**config.mk**
```make
export PLATFORM = sky130hd
export DESIGN_NAME = pcap_ctrl
export DESIGN_NICKNAME = d
export VERILOG_FILES = /design/src/rtl/pcap_pkg.sv /design/src/rtl/pcap_line_cond.sv /design/src/rtl/pcap_hs_fsm.sv /design/src/rtl/pcap_fifo.sv /design/src/rtl/pcap_ctrl.sv
export SDC_FILE = /design/constraint.sdc
export NUM_CORES = 1
export LEC_CHECK = 0
export ABC_AREA = 1
export BUFFER_PORTS_ARGS = -buffer_cell sky130_fd_sc_hd__buf_2
export CAP_MARGIN = 20
export CORE_MARGIN = 3
export CORE_UTILIZATION = 57
export DETAILED_ROUTE_END_ITERATION = 7
export HOLD_SLACK_MARGIN = 0.08
export PLACE_DENSITY_LB_ADDON = 0.05
export SYNTH_ARGS = -nofsm -noshare
export SYNTH_HDL_FRONTEND = slang
export SYNTH_SLANG_ARGS = --single-unit
```
**constraint.sdc**
```tcl
create_clock -name clk -period 4.28 [get_ports clk]
set_input_delay 0.214 -clock clk [delete_from_list [all_inputs] [get_ports clk]]
set_output_delay 0.214 -clock clk [all_outputs]
set_load 0.005 [all_outputs]
```
**src/rtl/pcap_pkg.sv**
```systemverilog
package pcap_pkg;
    timeunit 1ns;
    timeprecision 1ps;

    typedef enum logic [1:0] {
        RS_OFF   = 2'd0,
        RS_ARMED = 2'd1,
        RS_RUN   = 2'd2
    } run_state_e;

    typedef enum logic {
        HS_IDLE = 1'b0,
        HS_ACK  = 1'b1
    } hs_state_e;

    localparam logic [1:0] MODE_PACER  = 2'd0;
    localparam logic [1:0] MODE_STROBE = 2'd1;
    localparam logic [1:0] MODE_HSHAKE = 2'd2;

    localparam logic [1:0] PACE_FAST  = 2'd0;
    localparam logic [1:0] PACE_HALF  = 2'd1;
endpackage

```
**src/rtl/pcap_line_cond.sv**
```systemverilog
module pcap_line_cond #(
    parameter int STAGES = 2
) (
    input  logic clk,
    input  logic rst_n,
    input  logic raw,
    input  logic pol_low,
    output logic act
);
    timeunit 1ns;
    timeprecision 1ps;

    logic [STAGES-1:0] sr;

    always_ff @(posedge clk or negedge rst_n) begin
        if (!rst_n) sr <= '0;
        else        sr <= {sr[STAGES-2:0], raw};
    end

    // polarity correction after the synchronizer
    assign act = sr[STAGES-1] ^ pol_low;
endmodule

```
**src/rtl/pcap_hs_fsm.sv**
```systemverilog
module pcap_hs_fsm
    import pcap_pkg::*;
(
    input  logic clk,
    input  logic rst_n,
    input  logic active,
    input  logic req_lvl,
    output logic take,
    output logic ack_act
);
    timeunit 1ns;
    timeprecision 1ps;

    hs_state_e st, st_nx;

    always_ff @(posedge clk or negedge rst_n) begin
        if (!rst_n) st <= HS_IDLE;
        else        st <= st_nx;
    end

    always_comb begin
        st_nx = st;
        unique case (st)
            HS_IDLE: if (active && req_lvl)   st_nx = HS_ACK;
            HS_ACK:  if (!active || !req_lvl) st_nx = HS_IDLE;
            default: st_nx = HS_IDLE;
        endcase
    end

    always_comb begin
        take    = (st == HS_IDLE) && active && req_lvl;
        ack_act = (st == HS_ACK);
    end
endmodule

```
**src/rtl/pcap_fifo.sv**
```systemverilog
module pcap_fifo #(
    parameter int DW    = 32,
    parameter int DEPTH = 16
) (
    input  logic          clk,
    input  logic          rst_n,
    input  logic          clr,
    input  logic          push,
    input  logic [DW-1:0] din,
    input  logic          pop,
    output logic [DW-1:0] dout,
    output logic          empty,
    output logic          full
);
    timeunit 1ns;
    timeprecision 1ps;

    localparam int AW    = (DEPTH > 1) ? $clog2(DEPTH) : 1;
    localparam int CNT_W = AW + 1;

    logic [DW-1:0]    mem [DEPTH];
    logic [AW-1:0]    wp, rp;
    logic [CNT_W-1:0] cnt;
    logic             do_push, do_pop;

    assign full    = (cnt == CNT_W'(DEPTH));
    assign empty   = (cnt == '0);
    assign do_push = push && !full && !clr;
    assign do_pop  = pop && !empty && !clr;
    assign dout    = mem[rp];

    always_ff @(posedge clk) begin
        if (do_push) mem[wp] <= din;
    end

    always_ff @(posedge clk or negedge rst_n) begin
        if (!rst_n) begin
            wp  <= '0;
            rp  <= '0;
            cnt <= '0;
        end else if (clr) begin
            wp  <= '0;
            rp  <= '0;
            cnt <= '0;
        end else begin
            if (do_push) wp <= (wp == AW'(DEPTH - 1)) ? '0 : wp + 1'b1;
            if (do_pop)  rp <= (rp == AW'(DEPTH - 1)) ? '0 : rp + 1'b1;
            cnt <= cnt + CNT_W'(do_push) - CNT_W'(do_pop);
        end
    end
endmodule

```
**src/rtl/pcap_ctrl.sv**
```systemverilog
module pcap_ctrl
    import pcap_pkg::*;
#(
    parameter int DATA_W      = 32,
    parameter int FIFO_DEPTH  = 16,
    parameter int SYNC_STAGES = 2
) (
    input  logic              clk,
    input  logic              rst_n,
    input  logic              cfg_en,
    input  logic [1:0]        cfg_clk_mode,
    input  logic [1:0]        cfg_pace_sel,
    input  logic              cfg_wait_trig,
    input  logic [1:0]        cfg_width,
    input  logic              cfg_strobe_fall,
    input  logic              pol_req,
    input  logic              pol_ack,
    input  logic              pol_trig,
    input  logic              clr_fifo_wr,
    input  logic              ovr_clr_wr,
    input  logic              tick_fast,
    input  logic              tick_timer,
    input  logic [DATA_W-1:0] ext_data,
    input  logic              ext_req,
    input  logic              ext_trig,
    output logic              ack_out,
    input  logic              pop,
    output logic [DATA_W-1:0] rd_data,
    output logic              rd_valid,
    output logic              sts_full,
    output logic              sts_overrun
);
    timeunit 1ns;
    timeprecision 1ps;

    localparam int N_LINES = 2;   // index 0 request, index 1 trigger

    run_state_e        run_st, run_nx;
    logic [N_LINES-1:0] line_raw, line_pol, line_act;
    logic              req_lvl, trig_lvl;
    logic              req_prev, edge_arm;
    logic              req_rise, req_fall;
    logic              half_ph, pace_hit;
    logic              running, hs_active, hs_take, ack_act;
    logic              smp, fifo_empty, fifo_full;
    logic              ovr_q;
    logic [DATA_W-1:0] cap_word;

    // input conditioning, one synchronizer per external control line
    assign line_raw = {ext_trig, ext_req};
    assign line_pol = {pol_trig, pol_req};

    for (genvar i = 0; i < N_LINES; i++) begin : g_line
        pcap_line_cond #(.STAGES(SYNC_STAGES)) u_cond (
            .clk     (clk),
            .rst_n   (rst_n),
            .raw     (line_raw[i]),
            .pol_low (line_pol[i]),
            .act     (line_act[i])
        );
    end

    assign req_lvl  = line_act[0];
    assign trig_lvl = line_act[1];

    // edge detection on the synchronized, polarity-corrected request
    always_ff @(posedge clk or negedge rst_n) begin
        if (!rst_n) begin
            req_prev <= 1'b0;
            edge_arm <= 1'b0;
        end else begin
            req_prev <= req_lvl;
            edge_arm <= 1'b1;
        end
    end

    assign req_rise = edge_arm && req_lvl && !req_prev;
    assign req_fall = edge_arm && !req_lvl && req_prev;

    // run-control state register
    always_ff @(posedge clk or negedge rst_n) begin
        if (!rst_n) run_st <= RS_OFF;
        else        run_st <= run_nx;
    end

    always_comb begin
        run_nx = run_st;
        unique case (run_st)
            RS_OFF:   if (cfg_en) run_nx = cfg_wait_trig ? RS_ARMED : RS_RUN;
            RS_ARMED: if (!cfg_en) run_nx = RS_OFF;
                      else if (trig_lvl) run_nx = RS_RUN;
            RS_RUN:   if (!cfg_en) run_nx = RS_OFF;
            default:  run_nx = RS_OFF;
        endcase
    end

    // half-rate phase restarts at each entry into RS_RUN
    always_ff @(posedge clk or negedge rst_n) begin
        if (!rst_n)                  half_ph <= 1'b0;
        else if (run_st != RS_RUN)   half_ph <= 1'b0;
        else if (tick_fast)          half_ph <= ~half_ph;
    end

    always_comb begin
        unique case (cfg_pace_sel)
            PACE_FAST: pace_hit = tick_fast;
            PACE_HALF: pace_hit = tick_fast && half_ph;
            default:   pace_hit = tick_timer;
        endcase
    end

    // output/decision process for the run-control machine
    always_comb begin
        running   = (run_st == RS_RUN) && cfg_en;
        hs_active = running && (cfg_clk_mode == MODE_HSHAKE);
        smp       = 1'b0;
        if (running) begin
            unique case (cfg_clk_mode)
                MODE_PACER:  smp = pace_hit;
                MODE_STROBE: smp = cfg_strobe_fall ? req_fall : req_rise;
                MODE_HSHAKE: smp = hs_take;
                default:     smp = 1'b0;
            endcase
        end
    end

    pcap_hs_fsm u_hs (
        .clk     (clk),
        .rst_n   (rst_n),
        .active  (hs_active),
        .req_lvl (req_lvl),
        .take    (hs_take),
        .ack_act (ack_act)
    );

    assign ack_out = ack_act ^ pol_ack;

    // width masking of the captured word
    for (genvar b = 0; b < DATA_W; b++) begin : g_mask
        if (b < 8) begin : g_b8
            assign cap_word[b] = ext_data[b];
        end else if (b < 16) begin : g_b16
            assign cap_word[b] = ext_data[b] && (cfg_width != 2'b00);
        end else begin : g_b32
            assign cap_word[b] = ext_data[b] && cfg_width[1];
        end
    end

    pcap_fifo #(.DW(DATA_W), .DEPTH(FIFO_DEPTH)) u_fifo (
        .clk   (clk),
        .rst_n (rst_n),
        .clr   (clr_fifo_wr),
        .push  (smp),
        .din   (cap_word),
        .pop   (pop),
        .dout  (rd_data),
        .empty (fifo_empty),
        .full  (fifo_full)
    );

    // sticky overrun: set wins over the write-one clear
    always_ff @(posedge clk or negedge rst_n) begin
        if (!rst_n)                  ovr_q <= 1'b0;
        else if (smp && fifo_full)   ovr_q <= 1'b1;
        else if (ovr_clr_wr)         ovr_q <= 1'b0;
    end

    assign rd_valid    = !fifo_empty;
    assign sts_full    = fifo_full;
    assign sts_overrun = ovr_q;
endmodule

```
==> run_results.csv <==
group,metric,value,unit
synth,synth-compound-area-share,0.09435,
setup_path,worstReg2RegStart,"u_fifo.rp[1]",
setup_path,worstPathMaxFanout,54,
drt,wl_per_cell,21.70,um
synth,synth_fa_ha_area_frac,0.007262,
place,port_buffers,88,
drt,drt_iter0_markers,1177,
setup_path,r2r_cells,9,
drt,ant_nets,0,
power_and_ir_drop,p_int,8.924,mW
clock_tree,clockBufferDepth,3,
clock_tree,cts_setup_buffers,0,
setup_path,crit_required,4070,ps
setup_path,cpPeakStageDelay,900,ps
global_routing,grt_pass1_vias,13570,
sta,finalCritPeriodShare,0.8377,
power_and_ir_drop,pwr-share-seq,0.476,
power_and_ir_drop,power.leakage,8.759,nW
layout,drive_gt1_frac,0.1192,
synth,yosysUniqueCellTypes,36,
layout,layout.nets,1919,
place,gp_congestion,0.7609,
job,maxCapViolCount,0,
setup_path,crit_cells,8,
outcome,status,"complete, no violations",
sta,slew_viol_final,0,
sta,hold_viol_final,0,
synth,muxShareOfSynthArea,0,
sta,tns,0,ps
synth,synth-xor-area-share,0.002421,
power_and_ir_drop,pwr-share-comb,0.177,
layout,diodes,0,
sta,setup_viol,0,
setup_path,critPathBufInv,4,
floorplan,start_util,0.5860,
synth,synth.avg_cell_area,12.43,um2
synth,syn_nets,1812,
synth,ys_ff_latch,536,
global_routing,grt_first_pass_wirelength,79540,um
clock_tree,clk_pin_slew,60,ps
setup_path,endpoint_kind,"output port",
sta,timing.fmax,0.2789,GHz
clock_tree,clock_latency,590,ps
layout,area_growth,13.19,%
sta,tightest_slew,988.0,ps
power_and_ir_drop,power_density,504.3,nW/um2
setup_path,r2r_end,"u_fifo.rp[3]",
power_and_ir_drop,clkPwrFrac,0.346,
power_and_ir_drop,ir_drop,0.3609,mV
setup_path,crit_family,"buffers and inverters",
synth,synthCells,1747,
floorplan,num_rows,70,
sta,slew_headroom,0.3389,
floorplan,die_x,201.2,um
drt,drt_wl_total,52080,um
synth,ys_seq_area_frac,0.7359,
floorplan,die_area,40470,um2
setup_path,r2r_slack,1510,ps
synth,ys_warn_count,0,
synth,yosys.area_share.simple,0.1160,
synth,netlist_area,21710,um2
drt,via_count,13830,
clock_tree,htree_num_levels,2,
drt,vias_per_cell,5.764,
sta,rsz0062_at_grt,"no",
clock_tree,cts_tree,"done",
setup_path,startpoint_type,"flop",
power_and_ir_drop,total_power,12.39,mW
setup_path,critical_path_class,"flop to output port",
floorplan,ioPinCount,89,
worst_hold_path,hold_path_class,"input port to asynchronous set/reset pin",
sta,fin_hold_ws,143.6,ps
floorplan,die_h,201.2,um
drt,drtPass1Iterations,5,
setup_path,arrival,3370,ps
global_routing,grt_usage,0.2574,
global_routing,gr-total-overflow,0,
clock_tree,cts_num_sinks,536,
floorplan,core_area,37050,um2
sta,min_period,3586,ps
drt,route.detailed.drc,0,
power_and_ir_drop,p_switching,3.468,mW
layout,post-route-util,0.6633,
place,dpl.hpwl,26860,um
sta,skew,13.59,ps
synth,synth_top_family_by_area,"simple AND/OR/NAND/NOR gates",
global_routing,grt_max_degree,162,
clock_tree,cts-root-buf,"clkbuf_16",
setup_path,path_cells,"nand2_1, buf_4, inv_2, buf_4, nand2_1, o2111ai_1, o21ai_1, buf_2",
global_routing,antenna_found_initial,0,
power_and_ir_drop,switching_share,0.2799,
setup_path,slowest_stage,"dfrtp_4",
clock_tree,cts_buffers,54,
how the worst max path moves through the flow:
stage	startpoint	endpoint	slack [ps]
finish	u_fifo.rp[1]	rd_data[28]	690
floorplan	run_st[0]	u_fifo.mem[2][0]	500
global placement	u_fifo.rp[1]	rd_data[28]	1450
CTS	u_fifo.rp[1]	rd_data[28]	710
detailed placement	u_fifo.rp[1]	rd_data[28]	1350
global route	u_fifo.rp[1]	rd_data[28]	610
power by group through the flow:
stage / combinational (mW) / clock [mW] / sequential (mW)
4_1_cts: 2.21 / 4.35 / 5.90
6_report: 2.20 / 4.29 / 5.90
3_3_place_gp: 2.14 / 0 / 6.01
3_5_place_dp: 2.18 / 0 / 6.01
2_1_floorplan: 1.62 / 0 / 5.92
5_1_grt: 2.47 / 4.57 / 5.91
cells in the mapped netlist (all sizes together):
cell,number,area (um2)
edfxtp,512,15370
nand2,297,1115
nor2,244,918.4
o21ai,192,960.9
inv,109,409.1
buf,71,425.4
nand3,66,340.3
o211ai,47,352.8
o2111ai,34,297.8
o22ai,33,206.5
clkbuf,31,116.4
a21oi,30,150.1
dfrtp,24,600.6
nor3,16,80.08
ha,11,137.6
a31oi,8,50.05
nand4,6,43.79
xnor2,4,35.03
o21a,2,15.01
xor2,2,17.52
a211oi,1,7.510
and2,1,6.260
clkinv,1,3.750
conb,1,3.750
fa,1,20.02
nor3b,1,7.510
o31ai,1,7.510
or2,1,6.260
cells by family (layout without fill, tap and decap cells):
kind of cell | Yosys count | after routing
AND/OR/NAND/NOR | 632 | 632
flip-flops | 536 | 536
AO/OA/AOI/OAI | 348 | 348
buffers and inverters | 212 | 361
adder cells (fa/ha/maj) | 12 | 12
XOR/XNOR | 6 | 6
other | 1 | 1
cell type report:
class	count	area, um2
clock inverters	24	105.1
flip-flops and latches	536	15990
repair buffers	153	1077
clock buffers	74	1490
inverters	110	417.9
multi-input cells	999	4867
fillers	2763	12470
well taps	504	630.6
cells in the final DEF, fill, tap and decap left out, types with 33 or more instances in the layout:
cell type,netlist,final
edfxtp_1,512,512
buf_2,52,88
buf_4,11,34
o2111ai_1,34,34
nor2_1,243,242
inv_1,105,105
o21ai_0,79,79
o22ai_1,33,33
nand3_1,64,64
nand2_1,297,297
o21ai_1,113,113
o211ai_1,47,47
clkbuf_16,0,57
stage by stage:
| step | setup WS, ps | cells | area [um2] |
|---|---|---|---|
| 2_1_floorplan | 498.2 | 1747 | 21710 |
| 3_3_place_gp | 1449 | 2278 | 22740 |
| 3_5_place_dp | 1347 | 2278 | 22740 |
| 4_1_cts | 706.8 | 2399 | 24560 |
| 5_1_grt | 609.5 | 2400 | 24570 |
| 6_report | 694.5 | 2400 | 24570 |
routing by layer:
| layer | share of wire | global-route usage | wire length, um | vias up |
|---|---|---|---|---|
| li1 | - | - | - | 6446 |
| met1 | 0.42 | 0.3537 | 22100 | 6861 |
| met2 | 0.49 | 0.4313 | 25610 | 435 |
| met3 | 0.056 | 0.03656 | 2922 | 92 |
| met4 | 0.028 | 0.08231 | 1439 | 0 |
| met5 | 0 | 0 | 0 | - |
state kept, by name, summed over array words and instances (netlist names), 2 cells and up:
name,flops
u_fifo.wp,4
u_fifo.cnt,5
u_fifo.mem,512
u_fifo.rp,4
run_st,2
g_line.u_cond.sr,4
worst register-to-register path, cell delays in order (launching register included):
cell     delay [ps]
dfrtp_4         900
nand2_1         140
buf_4           230
inv_2           570
buf_4           360
nand2_1         130
nand3_1         110
o21ai_1          70
nand2_1          70
o21ai_1          50
timing repair:
item                       CTS  global route
gates resized for setup      0             0
setup endpoints to repair    0             0
hold endpoints to repair   171             0
hold buffers                23             0
Power figures use the tool's default switching activity.
